## src/rtl/perfmon_pkg.sv

```systemverilog
package perfmon_pkg;

  localparam int REG_AW       = 4;
  localparam int WORD_W       = 32;
  localparam int CYC_BIT      = 31;
  localparam int NFIELD_LSB   = 11;
  localparam int NFIELD_W     = 5;

  typedef enum logic [REG_AW-1:0] {
    RA_CTRL    = 4'd0,
    RA_CEN_SET = 4'd1,
    RA_CEN_CLR = 4'd2,
    RA_IEN_SET = 4'd3,
    RA_IEN_CLR = 4'd4,
    RA_OVF     = 4'd5,
    RA_INDEX   = 4'd6,
    RA_EVDATA  = 4'd7,
    RA_EVTYPE  = 4'd8,
    RA_CYCLE   = 4'd9
  } reg_addr_e;

endpackage

```

## src/rtl/perfmon_counter.sv

```systemverilog
module perfmon_counter #(
  parameter int W = 32
) (
  input  logic         clk,
  input  logic         rst,
  input  logic         load,
  input  logic [W-1:0] load_val,
  input  logic         inc,
  output logic [W-1:0] value,
  output logic         wrap
);

  logic [W-1:0] cnt_q;

  // a software load takes priority over a same-cycle increment
  always_ff @(posedge clk) begin
    if (rst)       cnt_q <= '0;
    else if (load) cnt_q <= load_val;
    else if (inc)  cnt_q <= cnt_q + 1'b1;
  end

  assign value = cnt_q;
  assign wrap  = inc && !load && (cnt_q == {W{1'b1}});

endmodule

```

## src/rtl/perfmon_evt_pick.sv

```systemverilog
module perfmon_evt_pick #(
  parameter int IN_W   = 16,
  parameter int TYPE_W = 8
) (
  input  logic [IN_W-1:0]   evt_in,
  input  logic [TYPE_W-1:0] evt_type,
  output logic              hit
);

  localparam int IDX_W = (IN_W > 1) ? $clog2(IN_W) : 1;

  logic [IDX_W-1:0] idx;
  logic             in_range;

  assign idx      = evt_type[IDX_W-1:0];
  assign in_range = (32'(evt_type) < IN_W);
  assign hit      = in_range && evt_in[idx];

endmodule

```

## src/rtl/perfmon_unit.sv

```systemverilog
module perfmon_unit
  import perfmon_pkg::*;
#(
  parameter int NUM_EVT  = 4,
  parameter int EVT_IN_W = 16,
  parameter int TYPE_W   = 8,
  parameter int SEL_W    = 5
) (
  input  logic                clk,
  input  logic                rst,
  input  logic                wr_en,
  input  logic                rd_en,
  input  logic [REG_AW-1:0]   addr,
  input  logic [WORD_W-1:0]   wdata,
  output logic [WORD_W-1:0]   rdata,
  input  logic [EVT_IN_W-1:0] evt_in,
  output logic                irq
);

  localparam int IDXW = (NUM_EVT > 1) ? $clog2(NUM_EVT) : 1;
  localparam logic [WORD_W-1:0] EVT_MASK  = WORD_W'((64'd1 << NUM_EVT) - 64'd1);
  localparam logic [WORD_W-1:0] IMPL_MASK = EVT_MASK | (WORD_W'(1) << CYC_BIT);

  logic                gen_q;
  logic [WORD_W-1:0]   cen_q, ien_q, ovf_q;
  logic [SEL_W-1:0]    sel_q;
  logic [TYPE_W-1:0]   type_q [NUM_EVT];
  logic [WORD_W-1:0]   evt_val [NUM_EVT];
  logic [NUM_EVT-1:0]  evt_wrap;
  logic [WORD_W-1:0]   cyc_val;
  logic                cyc_wrap;
  logic [WORD_W-1:0]   wrap_vec;
  logic [WORD_W-1:0]   rd_mux;
  logic [WORD_W-1:0]   rdata_q;
  logic                irq_q;
  logic                sel_ok;
  logic [IDXW-1:0]     sel_idx;

  assign sel_ok  = (32'(sel_q) < NUM_EVT);
  assign sel_idx = sel_q[IDXW-1:0];

  // event counters, each with its own source picker and type register
  for (genvar i = 0; i < NUM_EVT; i++) begin : g_evt
    logic hit, ld, ty_wr;

    assign ld    = wr_en && (addr == RA_EVDATA) && sel_ok && (32'(sel_q) == i);
    assign ty_wr = wr_en && (addr == RA_EVTYPE) && sel_ok && (32'(sel_q) == i);

    always_ff @(posedge clk) begin
      if (rst)        type_q[i] <= '0;
      else if (ty_wr) type_q[i] <= wdata[TYPE_W-1:0];
    end

    perfmon_evt_pick #(.IN_W(EVT_IN_W), .TYPE_W(TYPE_W)) u_pick (
      .evt_in  (evt_in),
      .evt_type(type_q[i]),
      .hit     (hit)
    );

    perfmon_counter #(.W(WORD_W)) u_cnt (
      .clk     (clk),
      .rst     (rst),
      .load    (ld),
      .load_val(wdata),
      .inc     (gen_q && cen_q[i] && hit),
      .value   (evt_val[i]),
      .wrap    (evt_wrap[i])
    );
  end

  perfmon_counter #(.W(WORD_W)) u_cyc (
    .clk     (clk),
    .rst     (rst),
    .load    (wr_en && (addr == RA_CYCLE)),
    .load_val(wdata),
    .inc     (gen_q && cen_q[CYC_BIT]),
    .value   (cyc_val),
    .wrap    (cyc_wrap)
  );

  always_comb begin
    wrap_vec = '0;
    for (int i = 0; i < NUM_EVT; i++) wrap_vec[i] = evt_wrap[i];
    wrap_vec[CYC_BIT] = cyc_wrap;
  end

  // control, enables, index and sticky flags
  always_ff @(posedge clk) begin
    if (rst) begin
      gen_q <= 1'b0;
      cen_q <= '0;
      ien_q <= '0;
      ovf_q <= '0;
      sel_q <= '0;
    end else begin
      if (wr_en && addr == RA_CTRL)    gen_q <= wdata[0];
      if (wr_en && addr == RA_CEN_SET) cen_q <= cen_q | (wdata & IMPL_MASK);
      if (wr_en && addr == RA_CEN_CLR) cen_q <= cen_q & ~wdata;
      if (wr_en && addr == RA_IEN_SET) ien_q <= ien_q | (wdata & IMPL_MASK);
      if (wr_en && addr == RA_IEN_CLR) ien_q <= ien_q & ~wdata;
      if (wr_en && addr == RA_INDEX)   sel_q <= wdata[SEL_W-1:0];
      // a wrap in the same cycle beats the write-one clear
      ovf_q <= ((wr_en && addr == RA_OVF) ? (ovf_q & ~wdata) : ovf_q) | wrap_vec;
    end
  end

  always_comb begin
    rd_mux = '0;
    case (addr)
      RA_CTRL:    begin
                    rd_mux[0] = gen_q;
                    rd_mux[NFIELD_LSB +: NFIELD_W] = NFIELD_W'(NUM_EVT);
                  end
      RA_CEN_SET,
      RA_CEN_CLR: rd_mux = cen_q;
      RA_IEN_SET,
      RA_IEN_CLR: rd_mux = ien_q;
      RA_OVF:     rd_mux = ovf_q;
      RA_INDEX:   rd_mux = WORD_W'(sel_q);
      RA_EVDATA:  if (sel_ok) rd_mux = evt_val[sel_idx];
      RA_EVTYPE:  if (sel_ok) rd_mux = WORD_W'(type_q[sel_idx]);
      RA_CYCLE:   rd_mux = cyc_val;
      default:    rd_mux = '0;
    endcase
  end

  always_ff @(posedge clk) begin
    if (rst) begin
      rdata_q <= '0;
      irq_q   <= 1'b0;
    end else begin
      if (rd_en) rdata_q <= rd_mux;
      irq_q <= |(ovf_q & ien_q);
    end
  end

  assign rdata = rdata_q;
  assign irq   = irq_q;

endmodule

```

## config.mk

```make
export PLATFORM = sky130hd
export DESIGN_NAME = perfmon_unit
export DESIGN_NICKNAME = d
export VERILOG_FILES = /design/src/rtl/perfmon_pkg.sv /design/src/rtl/perfmon_counter.sv /design/src/rtl/perfmon_evt_pick.sv /design/src/rtl/perfmon_unit.sv
export SDC_FILE = /design/constraint.sdc
export NUM_CORES = 1
export LEC_CHECK = 0
export BUFFER_PORTS_ARGS = -buffer_cell sky130_fd_sc_hd__clkbuf_2
export CAP_MARGIN = 20
export CORE_UTILIZATION = 45
export DETAILED_ROUTE_END_ITERATION = 7
export PLACE_DENSITY = 0.62
export SYNTH_ARGS = -nofsm -noshare
export SYNTH_HDL_FRONTEND = slang
export SYNTH_SLANG_ARGS = --single-unit
```

## constraint.sdc

```tcl
create_clock -name clk -period 3.6 [get_ports clk]
set_input_delay 0.18 -clock clk [delete_from_list [all_inputs] [get_ports clk]]
set_output_delay 0.18 -clock clk [all_outputs]
set_load 0.02 [all_outputs]
```

# --- Word level (Yosys, flattened, before mapping) ---
# Memory sizes are Yosys's and may differ from the RTL's. A register that Yosys moved wholly into a read port is not among the register bits.
# Index checks and enable logic that the tools add are counted.
# Widths: inputs -> output; s select.
word_totals:
  register_bits: 295
  mem_bits_rw: 32
  output_inout_bits: 33
  elab_cells: 170
  memories: 1
classes:
  addsub: 5
  magnitude_cmp: 10
  eq_ne: 17
  mux: 52
  bitwise_logic: 13
  reduce_logical: 60
mem_list:
  columns: ["name", "depth", "width", "read_ports", "rd_ports_with_merged_regs", "wr", "line", "text"]
  rows:
  - ["type_q", 4, 8, 5, 1, 4, "perfmon_unit.sv:27", "logic [TYPE_W-1:0] type_q [NUM_EVT];"]
op_table:
  columns: ["operator", "count"]
  rows:
  - ["$mux 32", 18]
  - ["$add 32x1->32 const B", 5]
  - ["$eq 32x32->1 const B", 5]
  - ["$and 32x32->32", 4]
  - ["$or 32x32->32", 3]
  - ["$pmux 16 s6", 1]
  - ["$pmux 10 s7", 1]
  - ["$bmux 32 s2", 1]
  - ["$logic_and 1x1->1", 43]
  - ["$mux 8", 5]
  - ["$pmux 5 s7", 1]
  - ["$lt 8x5->1 const B", 4]
  - ["$not 32->32", 1]
  - ["$reduce_or 32->1", 1]
  - ["$lt 4x5->1 const B", 4]
  - ["$mux 1", 18]
  - ["$bmux 1 s4", 4]
  - ["$eq 4x3->1 const B", 4]
  - ["$reduce_bool 2->1", 7]
  - ["$eq 5x2->1 const B", 2]
  - ["$eq 4x2->1 const B", 2]
  - ["$eq 4x4->1 const B", 2]
  - ["$pmux 1 s8", 1]
  - ["$eq 5x1->1 const B", 1]
  - ["10 further kinds", 19]

# --- Logic depth before layout (Yosys ltp) ---
logic_depth:
  ltp_word: 8
  mapped_depth: 9
  mapped_depth_nobuf: 7

# --- By module ---
# From an unflattened synthesis, not the netlist that was laid out.
hier_totals:
  hier_cells: 2183
  area_unflattened_um2: 19389.8
modules_own_cells:
  columns: ["mod", "instances", "cells_per_inst", "area_per_inst_um2", "seq_area_each_um2"]
  rows:
  - ["perfmon_counter", 5, 260, 2100.8, 640.6]
  - ["perfmon_unit", 1, 819, 8260.4, 3703.6]
  - ["perfmon_evt_pick", 4, 16, 156.4, 0.0]

# --- Least setup slack after synthesis ---
# Ideal clock, no wire load.
synth_path:
  kind: "register -> register"
  start: "memory type_q[1][0]"
  end: "register g_evt[1].u_cnt.cnt_q[0]"
  t_arrival_ns: 2.133
  path_slack_ns: 1.382
  stages_incl_launch_ff: 9
  n_path_buf: 2
  path_cell_list: "edfxtp_1 > buf_4 > mux4_2 > a2bb2oi_1 > a32oi_1 > clkbuf_1 > nor2_1 > xnor2_1 > a211oi_1"
synth_rtl:
  columns: ["element", "line", "text"]
  rows:
  - ["start, declared", "perfmon_unit.sv:27", null]
  - ["end signal, assigned", "perfmon_counter.sv:18", "else if (load) cnt_q <= load_val;"]
  - ["end signal, assigned", "perfmon_counter.sv:19", "else if (inc) cnt_q <= cnt_q + 1'b1;"]
  - ["end, declared", "perfmon_counter.sv:13", "logic [W-1:0] cnt_q;"]

==> flow_summary_export.csv <==
group,metric,value,unit
sta,max-slew-margin-rel,0.301,
sta,clock_skew,0.0246,ns
clock_network,cts.repair.resized,0,
floorplanning,fp.dieArea,40800,um2
hold_path,holdCritPathClass,"in2reg",
run_status,run_status,"finished clean",
clock_network,numClockSinks,329,
global_routing,maximum_number_of_pins_on_one_net_before_global_route_repair,134,
critical_path,critical_path_peak_fanout,8,
synth,postSynthRegisterBits,329,
global_routing,global_route_wire_length_before_repair,92.4,mm
global_routing,first_global_vias,14900,
drt,via_count,15800,
synth,yosys.area.top_type_share,0.331,
job,maxCapViolCount,0,
sta,timing.final.setup_violations,0,
synth,synthesis.area_per_instance,9.11,um2
synth,mappedNetlistArea,18000,um2
sta,achievable-frequency,0.369,GHz
power_and_ir_drop,swShare,0.240,
synth,synth_edf_count,32,
synth,synth.top_cells.by_area,"dfxtp_1 (33%), a211oi_1 (6.9%), mux4_2 (5.6%)",
sta,report.final.hold_viol_count,0,
sta,layout_min_cycle_time,2.71,ns
placed_design,detailed_place_hpwl,42.5,mm
clock_network,clockRootBuffer,"clkbuf_16",
hold_path,whs_path_depth,2,
power_and_ir_drop,clockPowerShare,0.479,
drt,via_per_inst,6.30,
power_and_ir_drop,power.static_leakage,6.43,nW
drt,average_routed_wire_per_standard_cell,23.8,um
synth,postSynthNetCount,2035,
sta,period_share,0.754,
power_and_ir_drop,switching_power,0.00199,W
sta,grt_setup_unrepaired,"false",
power_and_ir_drop,highest_ir_drop_seen_on_vdd,0.319,mV
synth,post-synth-top-count-cell,"dfxtp_1",
clock_network,htree_levels,2,
drt,post-route-drc-count,0,
finish,synthToLayoutAreaGrowth,11.1,%
sta,timing.final.max_slew_violations,0,
power_and_ir_drop,power_report.internal_total,0.00631,W
power_and_ir_drop,power_frac_comb,0.063,
global_routing,grt_util_all_layers,0.291,
critical_path,cp_slowest_stage_delay,0.59,ns
floorplanning,initial_core_util,0.461,
synth,ys.warnings.count,0,
finish,filler_cell_count,3607,
drt,drt_wl_total,59.9,mm
power_and_ir_drop,power_density,416,nW/um2
clock_network,post_cts_buffers,0,
critical_path,r2r.worst_path.cells,7,
finish,final_layout_size_suffix_gt1_frac,0.156,
synth,synth_commonest_cells,"dfxtp_1 (297), nor2_1 (216), a211oi_1 (165), clkbuf_1 (122), a21oi_1 (115)",
placed_design,numPortBuffers,88,
synth,synth_largest_area_cell,"dfxtp_1",
power_and_ir_drop,p_seq_frac,0.457,
finish,number_of_nets_in_the_layout,2027,
critical_path,timing.critical_path.cells,"nor4_1, o2111a_1, nand3_1, buf_4, a211oi_2, xnor2_1, a211oi_1",
critical_path,critPathRequiredTime,4.03,ns
clock_network,worst_skew_pair.late_latency,0.54,ns
critical_path,category_of_the_worst_setup_path_launch_point,"register",
clock_network,count_of_hold_fix_buffers_inserted_at_cts,0,
clock_network,cts_tree,"done",
clock_network,clk_transition_reported_paths,0.06,ns
clock_network,clockBufferDepth,3,
floorplanning,design.core.area,39000,um2
floorplanning,dieHeight,202,um
critical_path,crit_path_top_delay_cell,"nor4_1",
floorplanning,design.portCount,89,
floorplanning,std_cell_rows,72,
drt,detail_route.iter0.violations,1740,
synth,synth_top_flop_cell,"dfxtp_1",
synth,syn-instance-count,1974,
synth,post_synth_num_cell_types,75,
synth,synth_seq_area_share,0.384,
sta,slew_at_the_pin_closest_to_its_max_slew_limit,1.05,ns
critical_path,timing_worst_setup_path_type,"reg2reg",
floorplanning,fp.dieW,202,um
placed_design,gp_congestion,0.925,
global_routing,antenna_found_initial,1,
global_routing,gr-total-overflow,0,
sta,totalNegativeSetupSlack,0,ns
sta,timing.hold.ws,0.0297,ns
drt,drt_first_pass_iters,6,
critical_path,worstSetupEndpointType,"register",
clock_network,numCtsBuffers,38,
critical_path,timing.critical_path.arrival,3.14,ns
synth,postSynth.asyncResetShare,0,
drt,ant_nets,0,
-- flip-flops by register name, summed over array words and instances, names as in the netlist, named ones only --
name	cells
u_cyc.value	32
gen_q	1
g_evt.u_cnt.value	128
rdata	32
sel_q	5
irq	1
type_q	32
cen_q	27
ovf_q	32
ien_q	27
-- cells by family (layout without fill, tap and decap cells) --
family                     Yosys count  in the layout  share of synthesized area
buffers and inverters              202            221                     0.0502
DFF                                329            329                      0.384
and+or+nand+nor                    754            754                      0.223
AOI/OAI and AO/OA                  458            458                      0.190
xor gates and xnor gates           152            152                     0.0740
muxes                               74             74                     0.0755
adders and majority gates            5              5                    0.00348
other                                0              1                          0
-- power by group through the flow --
stage | clock network [W] | registers, W | logic (W)
floorplan | 0 | 0.00387 | 0.000322
global placement | 0 | 0.00387 | 0.000515
detailed placement | 0 | 0.00387 | 0.000516
CTS | 0.00403 | 0.00379 | 0.000518
global route | 0.00417 | 0.00380 | 0.000556
finish | 0.00398 | 0.00380 | 0.000527
-- path summary, 6_finish.rpt --
kind                              startpoint                                    to  slack, ns
setup reg to reg  type_q[3][7]$_SDFFCE_PN0P_  g_evt[3].u_cnt.value[5]$_SDFFE_PP0P_       0.89
setup / recovery  type_q[3][7]$_SDFFCE_PN0P_  g_evt[3].u_cnt.value[5]$_SDFFE_PP0P_       0.89
hold reg to reg       cen_q[27]$_SDFFE_PP0P_                cen_q[27]$_SDFFE_PP0P_       0.45
hold / removal                     wdata[29]                ovf_q[29]$_SDFFE_PP0N_       0.03
-- metrics by stage --
step	instance area, um2	worst slack, ns	instances	total power (W)	utilization
2_1_floorplan	18000	1.38	1974	0.00419	-
3_3_place_gp	18700	0.950	2444	0.00439	0.479
3_5_place_dp	18700	0.905	2444	0.00439	0.479
4_1_cts	20000	0.908	2511	0.00834	0.512
5_1_grt	20000	0.703	2512	0.00853	0.512
6_report	20000	0.887	2512	0.00830	0.512
-- per-layer routing --
layer,share of wire,track usage
met5,0,0
met4,0.025,0.0804
met3,0.075,0.0340
met2,0.46,0.457
met1,0.44,0.421
-- worst max-delay path, delay by kind of cell, from the launching register on --
kind,cells,cell delay [ns]
xor gates and xnor gates,1,0.09
DFF,1,0.39
and+or+nand+nor,2,1.02
AOI/OAI and AO/OA,3,0.77
buffers and inverters,1,0.35
-- placed cells by master, fill, tap and decap left out, drive strengths merged, types with 7 or more instances in the layout --
master and count:
buf 48, nand3 81, xnor2 107, o211ai 7, nor3b 9, edfxtp 32, a2111oi 18, xor2 45
nand2b 93, clkbuf 148, o2111ai 8, nand4 44, mux4 48, and4 19, mux2i 22, nor2b 12
a221oi 27, nor4 35, and3 32, a211oi 175, a22oi 41, dfxtp 297, o21ai 10, nor3 45
a22o 9, nand2 98, nor4b 11, a222oi 8, inv 19, and2 34, a21oi 115, a31oi 17
nor2 218
-- area by class of cell --
class | count | area, um2 | share of cell area
Clock inverter | 7 | 88.8 | 0.00445
Sequential cell | 329 | 6910 | 0.346
Tap cell | 518 | 648 | 0.0324
Inverter | 18 | 67.6 | 0.00338
Timing Repair Buffer | 136 | 847 | 0.0424
Clock buffer | 60 | 1190 | 0.0594
Antenna cell | 1 | 2.50 | 0.000125
Multi-Input combinational cell | 1443 | 10200 | 0.512
(Power assumes the default switching activity.)
